**config.mk**
```make
export PLATFORM = sky130hd
export DESIGN_NAME = irq_ack_seq
export DESIGN_NICKNAME = d
export VERILOG_FILES = /design/src/rtl/irq_ack_pkg.sv /design/src/rtl/irq_ack_arb.sv /design/src/rtl/irq_ack_plan.sv /design/src/rtl/irq_ack_seq.sv
export SDC_FILE = /design/constraint.sdc
export NUM_CORES = 1
export LEC_CHECK = 0
export BUFFER_PORTS_ARGS = -buffer_cell sky130_fd_sc_hd__buf_2
export CAP_MARGIN = 20
export CELL_PAD_IN_SITES_DETAIL_PLACEMENT = 1
export CELL_PAD_IN_SITES_GLOBAL_PLACEMENT = 1
export CORE_MARGIN = 2
export CORE_UTILIZATION = 39
export DETAILED_ROUTE_END_ITERATION = 6
export PLACE_DENSITY = 0.9
export SLEW_MARGIN = 15
export SYNTH_ARGS = -nofsm -noshare
export SYNTH_HDL_FRONTEND = slang
export SYNTH_SLANG_ARGS = --single-unit
export TNS_END_PERCENT = 10
```
**constraint.sdc**
```tcl
create_clock -name clk -period 2.9 [get_ports clk]
set_input_delay 0.58 -clock clk [delete_from_list [all_inputs] [get_ports clk]]
set_output_delay 0.58 -clock clk [all_outputs]
set_load 0.05 [all_outputs]
```
**src/rtl/irq_ack_pkg.sv**
```systemverilog
package irq_ack_pkg;

    typedef enum logic [3:0] {
        CY_IDLE = 4'd0,
        CY_NMIF = 4'd1,
        CY_ACK  = 4'd2,
        CY_OPL  = 4'd3,
        CY_OPH  = 4'd4,
        CY_STH  = 4'd5,
        CY_STL  = 4'd6,
        CY_TBL  = 4'd7,
        CY_TBH  = 4'd8
    } cyc_e;

    typedef enum logic [1:0] {
        K_NMI = 2'd0,
        K_M0  = 2'd1,
        K_M1  = 2'd2,
        K_M2  = 2'd3
    } kind_e;

endpackage

```
**src/rtl/irq_ack_arb.sv**
```systemverilog
module irq_ack_arb
    import irq_ack_pkg::*;
(
    input  logic       idle_i,
    input  logic       boundary_i,
    input  logic       nmi_i,
    input  logic       irq_i,
    input  logic       ie_i,
    input  logic [1:0] mode_i,
    output logic       accept_o,
    output kind_e      kind_o
);

    always_comb begin
        accept_o = idle_i && boundary_i && (nmi_i || (irq_i && ie_i));
        if (nmi_i) begin
            kind_o = K_NMI;
        end else begin
            case (mode_i)
                2'd0:    kind_o = K_M0;
                2'd2:    kind_o = K_M2;
                default: kind_o = K_M1;
            endcase
        end
    end

endmodule

```
**src/rtl/irq_ack_plan.sv**
```systemverilog
module irq_ack_plan
    import irq_ack_pkg::*;
#(
    parameter int TW       = 3,
    parameter int LEN_NMIF = 5,
    parameter int LEN_ACK0 = 6,
    parameter int LEN_ACK  = 7,
    parameter int LEN_OPL  = 3,
    parameter int LEN_OPH  = 4,
    parameter int LEN_STK  = 3,
    parameter int LEN_TBL  = 3
) (
    input  cyc_e          cyc_i,
    input  kind_e         kind_i,
    input  kind_e         new_kind_i,
    input  logic          call_i,
    output cyc_e          first_o,
    output cyc_e          next_o,
    output logic [TW-1:0] len_o
);

    always_comb begin
        first_o = (new_kind_i == K_NMI) ? CY_NMIF : CY_ACK;

        case (cyc_i)
            CY_NMIF: len_o = TW'(LEN_NMIF);
            CY_ACK:  len_o = (kind_i == K_M0) ? TW'(LEN_ACK0) : TW'(LEN_ACK);
            CY_OPL:  len_o = TW'(LEN_OPL);
            CY_OPH:  len_o = TW'(LEN_OPH);
            CY_STH,
            CY_STL:  len_o = TW'(LEN_STK);
            CY_TBL,
            CY_TBH:  len_o = TW'(LEN_TBL);
            default: len_o = '0;
        endcase

        case (cyc_i)
            CY_NMIF: next_o = CY_STH;
            CY_ACK:  next_o = (kind_i == K_M0 && call_i) ? CY_OPL : CY_STH;
            CY_OPL:  next_o = CY_OPH;
            CY_OPH:  next_o = CY_STH;
            CY_STH:  next_o = CY_STL;
            CY_STL:  next_o = (kind_i == K_M2) ? CY_TBL : CY_IDLE;
            CY_TBL:  next_o = CY_TBH;
            default: next_o = CY_IDLE;
        endcase
    end

endmodule

```
**src/rtl/irq_ack_seq.sv**
```systemverilog
module irq_ack_seq
    import irq_ack_pkg::*;
#(
    parameter int          DW       = 8,
    parameter int          AW       = 16,
    parameter int          TW       = 3,
    parameter logic [15:0] NMI_VEC  = 16'h0066,
    parameter logic [15:0] M1_VEC   = 16'h0038,
    parameter logic [7:0]  CALL_OP  = 8'hCD,
    parameter logic [7:0]  RST_MASK = 8'h38
) (
    input  logic          clk,
    input  logic          rst_n,
    input  logic          boundary_i,
    input  logic          nmi_i,
    input  logic          irq_i,
    input  logic          ie_i,
    input  logic [1:0]    mode_i,
    input  logic [AW-1:0] pc_i,
    input  logic [AW-1:0] sp_i,
    input  logic [DW-1:0] vec_i,
    input  logic [DW-1:0] data_i,
    output logic [3:0]    cyc_o,
    output logic [TW-1:0] tstate_o,
    output logic          ack_o,
    output logic          busy_o,
    output logic          wr_o,
    output logic          rd_o,
    output logic [AW-1:0] addr_o,
    output logic [DW-1:0] wdata_o,
    output logic          ie_clr_o,
    output logic          done_o,
    output logic [AW-1:0] new_pc_o,
    output logic [AW-1:0] new_sp_o
);

    localparam int HW = AW - DW;

    typedef struct packed {
        cyc_e          cyc;
        logic [TW-1:0] ts;
        kind_e         kind;
        logic [AW-1:0] pc;
        logic [AW-1:0] sp;
        logic [AW-1:0] tgt;
        logic [AW-1:0] tbl;
        logic          ie_clr;
        logic          done;
    } st_t;

    st_t st_d, st_q;

    logic          accept;
    kind_e         new_kind;
    cyc_e          first_cyc, next_cyc;
    logic [TW-1:0] cyc_len;
    logic          is_call;
    logic          last_t;

    assign is_call = (data_i == CALL_OP);

    irq_ack_arb u_arb (
        .idle_i     (st_q.cyc == CY_IDLE),
        .boundary_i (boundary_i),
        .nmi_i      (nmi_i),
        .irq_i      (irq_i),
        .ie_i       (ie_i),
        .mode_i     (mode_i),
        .accept_o   (accept),
        .kind_o     (new_kind)
    );

    irq_ack_plan #(.TW(TW)) u_plan (
        .cyc_i      (st_q.cyc),
        .kind_i     (st_q.kind),
        .new_kind_i (new_kind),
        .call_i     (is_call),
        .first_o    (first_cyc),
        .next_o     (next_cyc),
        .len_o      (cyc_len)
    );

    always_comb begin
        st_d        = st_q;
        st_d.ie_clr = 1'b0;
        st_d.done   = 1'b0;
        last_t      = (st_q.cyc != CY_IDLE) && (st_q.ts == cyc_len);

        if (st_q.cyc == CY_IDLE) begin
            if (accept) begin
                st_d.cyc    = first_cyc;
                st_d.ts     = TW'(1);
                st_d.kind   = new_kind;
                st_d.pc     = pc_i;
                st_d.sp     = sp_i;
                st_d.ie_clr = 1'b1;
                case (new_kind)
                    K_NMI:   st_d.tgt = AW'(NMI_VEC);
                    K_M1:    st_d.tgt = AW'(M1_VEC);
                    default: st_d.tgt = '0;
                endcase
            end
        end else if (last_t) begin
            case (st_q.cyc)
                CY_ACK: begin
                    if (st_q.kind == K_M0 && !is_call) begin
                        st_d.tgt = {{HW{1'b0}}, data_i & RST_MASK};
                    end
                    if (st_q.kind == K_M2) begin
                        st_d.tbl = {vec_i, data_i[DW-1:1], 1'b0};
                    end
                end
                CY_OPL, CY_TBL: st_d.tgt[DW-1:0]  = data_i;
                CY_OPH, CY_TBH: st_d.tgt[AW-1:DW] = data_i;
                default: ;
            endcase
            st_d.cyc  = next_cyc;
            st_d.ts   = (next_cyc == CY_IDLE) ? '0 : TW'(1);
            st_d.done = (next_cyc == CY_IDLE);
        end else begin
            st_d.ts = st_q.ts + TW'(1);
        end
    end

    always_ff @(posedge clk or negedge rst_n) begin
        if (!rst_n) begin
            st_q <= '{cyc: CY_IDLE, ts: '0, kind: K_NMI, default: '0};
        end else begin
            st_q <= st_d;
        end
    end

    always_comb begin
        cyc_o    = st_q.cyc;
        tstate_o = st_q.ts;
        ack_o    = (st_q.cyc == CY_ACK);
        busy_o   = (st_q.cyc != CY_IDLE);
        wr_o     = (st_q.cyc == CY_STH) || (st_q.cyc == CY_STL);
        rd_o     = (st_q.cyc == CY_TBL) || (st_q.cyc == CY_TBH);
        ie_clr_o = st_q.ie_clr;
        done_o   = st_q.done;
        new_pc_o = st_q.tgt;
        new_sp_o = st_q.sp - AW'(2);
        addr_o   = '0;
        wdata_o  = '0;
        case (st_q.cyc)
            CY_STH: begin
                addr_o  = st_q.sp - AW'(1);
                wdata_o = st_q.pc[AW-1:DW];
            end
            CY_STL: begin
                addr_o  = st_q.sp - AW'(2);
                wdata_o = st_q.pc[DW-1:0];
            end
            CY_TBL: addr_o = st_q.tbl;
            CY_TBH: addr_o = st_q.tbl | AW'(1);
            default: ;
        endcase
    end

    // non-maskable request wins at a boundary
    assert_nmi_first_R1: assert property (@(posedge clk) disable iff (!rst_n)
        (!busy_o && boundary_i && nmi_i) |=> (cyc_o == CY_NMIF && tstate_o == TW'(1)));

    // masked request leaves the block idle
    assert_masked_idle_R2: assert property (@(posedge clk) disable iff (!rst_n)
        (!busy_o && !nmi_i && !ie_i) |=> !busy_o);

    // nothing starts without a boundary
    assert_no_start_R3: assert property (@(posedge clk) disable iff (!rst_n)
        (!busy_o && !boundary_i) |=> !busy_o);

    // T-state index stays within the cycle length
    assert_ts_range_R9: assert property (@(posedge clk) disable iff (!rst_n)
        busy_o |-> (tstate_o >= TW'(1) && tstate_o <= cyc_len));

    // low stack write directly follows the high one
    assert_stack_order_R8: assert property (@(posedge clk) disable iff (!rst_n)
        (cyc_o == CY_STL && tstate_o == TW'(1)) |-> ($past(cyc_o) == CY_STH));

    // table reads follow the stack writes
    assert_table_order_R5: assert property (@(posedge clk) disable iff (!rst_n)
        (cyc_o == CY_TBL && tstate_o == TW'(1)) |-> ($past(cyc_o) == CY_STL));

    // completion only after a final stack or table cycle
    assert_done_after_R10: assert property (@(posedge clk) disable iff (!rst_n)
        done_o |-> ($past(cyc_o) == CY_STL || $past(cyc_o) == CY_TBH) && !busy_o);

    // enable clear only at the start of a response
    assert_ie_clr_start_R10: assert property (@(posedge clk) disable iff (!rst_n)
        ie_clr_o |-> ($past(!busy_o) && tstate_o == TW'(1)));

endmodule

```
### Word level (Yosys, flattened, before mapping)

Cells that the tools add are included.
Widths: inputs -> output; s select.

* input port bits: 56
* bits in registers: 74
* word-level logic and storage cells: 84
* output and inout bits: 69

* bitwise operators: 1
* reductions and logical operators: 27
* add/sub/neg operators: 3
* mux-type cells: 27
* eq/ne operators: 16

Operators by type and width (number)
* $mux 16: 4
* $pmux 16 s4: 1
* $mux 57: 1
* $pmux 8 s2: 3
* $mux 32: 1
* $pmux 4 s6: 1
* $eq 4x3->1 const B: 4
* $sub 16x1->16 const B: 1
* $sub 16x2->16 const B: 1
* $pmux 7 s2: 1
* $pmux 3 s4: 1
* $reduce_and 4->1: 3
* $mux 3: 3
* $eq 4x2->1 const B: 2
* $eq 8x8->1 const B: 1
* $logic_not 4->1: 2
* $mux 7: 1
* $eq 2x2->1 const B: 3
* $logic_and 1x1->1: 6
* $mux 1: 6
* $reduce_bool 3->1: 2
* $reduce_or 2->1: 3
* $reduce_or 5->1: 1
* $eq 4x1->1 const B: 1
* other kinds (16): 21

### Logic depth before layout (Yosys ltp)

* depth after elaboration: 8
* gate-level depth with buffers: 10
* depth with buffers taken out: 8

### By module

From an unflattened synthesis, not the netlist that was laid out.

* cell total of the unflattened synthesis: 496
* area total of the unflattened synthesis: 4513.1 um^2

By module, submodules not included
* irq_ack_seq: seq. area each 1851.8 um^2, area an instance 4255.3 um^2, cells an instance 455, instances 1
* irq_ack_plan: seq. area each 0.0 um^2, area an instance 227.7 um^2, cells an instance 35, instances 1
* irq_ack_arb: seq. area each 0.0 um^2, area an instance 30.0 um^2, cells an instance 6, instances 1

### Worst setup path after synthesis

Ideal clock, no wire load.

* path kind: reg2out
* start: register st_q[37] (netlist bit)
* end: output port addr_o[10]
* data arrival time: 3.111 ns
* buffers on the path: 2
* required time: 2.320 ns
* path slack: -0.791 ns
* cell stages (with the launch flop): 9
* path through: dfrtp_1 -> buf_2 -> or4_1 -> clkbuf_1 -> or3_1 -> nor2_1 -> xor2_1 -> a22oi_1 -> o21ai_0

* longest elaborated chain between the ends: 2
* elaborated cells on any way between the ends: 3
* those cells by class: add/sub (2); mux (1)

RTL lines
* start, declared: line irq_ack_seq.sv:51 `st_t st_d, st_q;`
* start signal, assigned: line irq_ack_seq.sv:129 `st_q <= st_d;`
* $sub 16x2->16
* named net new_sp_o[10]: line irq_ack_seq.sv:34 `output logic [AW-1:0] new_sp_o`
* $pmux 16 s4: line irq_ack_seq.sv:146 `case (st_q.cyc)`
* end, declared: line irq_ack_seq.sv:29 `output logic [AW-1:0] addr_o,`

The timed path passes the listed nets, and every way through them passes these cells.

### Worst setup path in the final report

* start: register st_q[36] (netlist bit)
* end: output port addr_o[14]

* longest elaborated chain between the ends: 2
* elaborated cells on any way between the ends: 3
* those cells by class: add/sub (2); mux (1)

RTL lines (line)
* $sub 16x2->16 or $sub 16x1->16 (tied branches): irq_ack_seq.sv:152, irq_ack_seq.sv:148
* $pmux 16 s4 *: irq_ack_seq.sv:146

Every way passes the cells marked *; elsewhere a longest branch is shown, timed or not.

==> run metrics <==
core area 10,900 um^2; Post-Route WL roughly 15,000 um; critical path type flip-flop to primary output; CTS Root Cell clkbuf_16; Final HPWL DP ~10000 um; clock buffer depth 2; nets roughly 660; worst-path fanout max 6; Post-Syn Area ~4400 um^2; initial core utilization 40.5%; Hold Buf Count CTS 0; status complete, but fails checks; cell row count 38; pwr/cell area 1440 nW/um^2; Synth Flop Type dfrtp_1; clk_skew 0.0104 ns; CTS Buf Count 9; fillers between 1k and 1.5k; Worst Setup End Kind primary output; global-route wire length before repair ~24,000 um; Clk pin slew, worst setup/hold paths about 0.060 ns; r2r setup slk ~0.11 ns; gr ovfl total 0; share of layout cells above drive strength 1 41.3%; drt via density approximately 5.5; I/O Buffers 124; drt wl/cell approximately 20 um; routed via count just over 4k; clk_lat worst skew approximately 0.33 ns; cell count of the worst reg-to-reg path 7; DRT iter0 DRCs about 190; maximum vdd drop 699 uV; critical path arrival roughly 2.4 ns; fmax approximately 330 MHz; FF-to-FF End new_pc_o[8]; CP cell instances or4_4 -> buf_4 -> nor3_2 -> nand2_1 -> xnor2_4 -> a22oi_2 -> o21ai_4 -> buf_4; CP startpoint kind flip-flop; Final Critical Period between 3 and 4 ns; crit-path max cell delay 0.56 ns; Yosys top cell area share 41.8%; Post-Synthesis Cells a little under 500; CP Data Required Time 2.32 ns; largest net degree at the start of global routing between 70 and 80; cell mode on critical path buf_4; vias in the first global route roughly 4.4k; Netlist cell types between 60 and 70; Syn Area/Cell just over 9 um^2; Yosys reg bits 74; Tightest Pin Transition roughly 1 ns; most frequent cell after synthesis nand2_1; total die area between 10,000 and 15,000 um^2; sequential cell area roughly 1900 um^2; crit path to addr_o[14]; Residual DRC 0; dpl cells between 700 and 800; Antenna Nets Post-Route 0; Area contributors post-synth dfrtp_1, nand2_1, buf_4; largest area contributor in the netlist dfrtp_1; Post-synth top cells nand2_1, dfrtp_1, buf_4; final RePlAce weighted congestion 0.864; Pins Over Slew Limit 0; IO Pins roughly 130; TritonCTS clock tree yes; initial antenna violation count 0; unrepaired setup endpoints after global routing yes; Async SR Flop Fraction 100%; worst reg2reg startpoint cyc_o[0]; pre-CTS setup slack -0.106 ns; Warnings, synthesis 0; Syn Nets roughly 540; CP max-delay cell or4_4; worst setup path start st_q[36]; Post-synth EDFFs 0; sequential cell area fraction in the yosys report 41.8%; fin util between 50% and 60%; final hold viol count 0; Sink Count 74; Leakage between 2 and 3 nW; max-cap viol count 0; part of the cycle the worst path needs 104%; gr usage total 24.2%; Die W 111 um; failing checks setup timing; worst hold slack ~0.40 ns; Area growth syn-to-layout 32.8%; H-tree depth 3; n_diodes 0; Hold Path Class primary input to async pin; setup TNS -0.756 ns; Detailed Routing Iterations Pass 1 4; Post-Layout Cell Count about 750; final setup fails 12; final setup margin -0.123 ns; multi-input logic area around 2500 um^2; Slew HR 33.8%; Die H approximately 110 um
-- worst max-delay path: cells and delay by family (launching register included) --
kind                      cells  cell delay, ns
buffers and inverters         2            0.37
DFF                           1            0.41
and+or+nand+nor               3            0.90
xor gates and xnor gates      1            0.19
AOI/OAI and AO/OA             2            0.24
-- layout make-up --
class	count	share of cell area (%)
Multi-Input combinational cell	344	42.6
Sequential cell	74	31.5
Timing Repair Buffer	158	16.1
Clock buffer	10	3.89
Tap cell	140	2.98
Clock inverter	6	1.96
Inverter	14	0.957
-- cells by family (layout without fill, tap and decap cells) --
group / count (synthesis) / in the layout / share of synthesized area [%]
compound gates: 97 / 97 / 17.0
xor+xnor: 21 / 21 / 4.32
fa+ha+maj: 4 / 4 / 1.13
buf+inv: 65 / 188 / 8.39
flops: 74 / 74 / 41.8
mux: 18 / 18 / 5.40
simple gates: 204 / 204 / 21.9
-- metrics by stage --
stage | cell area (um^2) | total power [mW]
CTS | 5780 | 8.34
global route | 5880 | 8.90
floorplan | 4570 | 5.68
global placement | 5280 | 6.62
finish | 5880 | 8.47
detailed placement | 5280 | 6.79
-- metal layers --
layer / wire length (um) / global-route usage, % / up-vias
li1: - / - / 1892
met1: 6210 / 30.3 / 2066
met2: 7610 / 42.2 / 142
met3: 696 / 3.90 / 31
met4: 354 / 8.83 / 0
met5: 0 / 0 / -
-- worst min-delay path by stage --
stage	from	to	cells past startpoint
6_report	rst_n	cyc_o[0]	1
5_1_grt	pc_i[4]	st_q[54]	3
4_1_cts	sp_i[11]	st_q[45]	3
3_5_place_dp	st_q[63]	st_q[63]	2
3_3_place_gp	st_q[62]	st_q[62]	2
2_1_floorplan	rst_n	cyc_o[0]	0
-- report_power, final --
group	leakage (nW)	switching [mW]	internal, mW
Clock	0.163	0.457	0.844
Combinational	1.74	3.65	1.66
Sequential	0.947	0.439	1.42
Total	2.85	4.54	3.92
-- timing repair --
action / CTS / global route
resized for setup: 36 / 24
setup buffers: 3 / 3
hold endpoints to repair: 0 / 0
setup endpoints to repair: 18 / 30
pin swaps: 10 / 9
-- sequential cells by signal (all words and copies together) (netlist names) --
register	flops
cyc_o	4
done_o	1
ie_clr_o	1
new_pc_o	16
st_q	49
tstate_o	3
-- cell usage in the layout (no fill, tap or decap), types with 5 or more instances in the layout --
master,instances
nand2_1,114
buf_2,112
dfrtp_1,72
buf_4,39
a22o_1,18
nor2_1,17
o21ai_0,15
inv_1,11
mux2_4,10
nand3_1,9
clkbuf_16,9
xnor2_1,8
a21oi_1,8
a31oi_1,7
mux2_2,7
xor2_1,6
a22oi_1,6
o21ai_2,6
nor2b_1,6
nand2b_1,5
nor3_1,5
nor2_4,5
(Power assumes the default switching activity.)
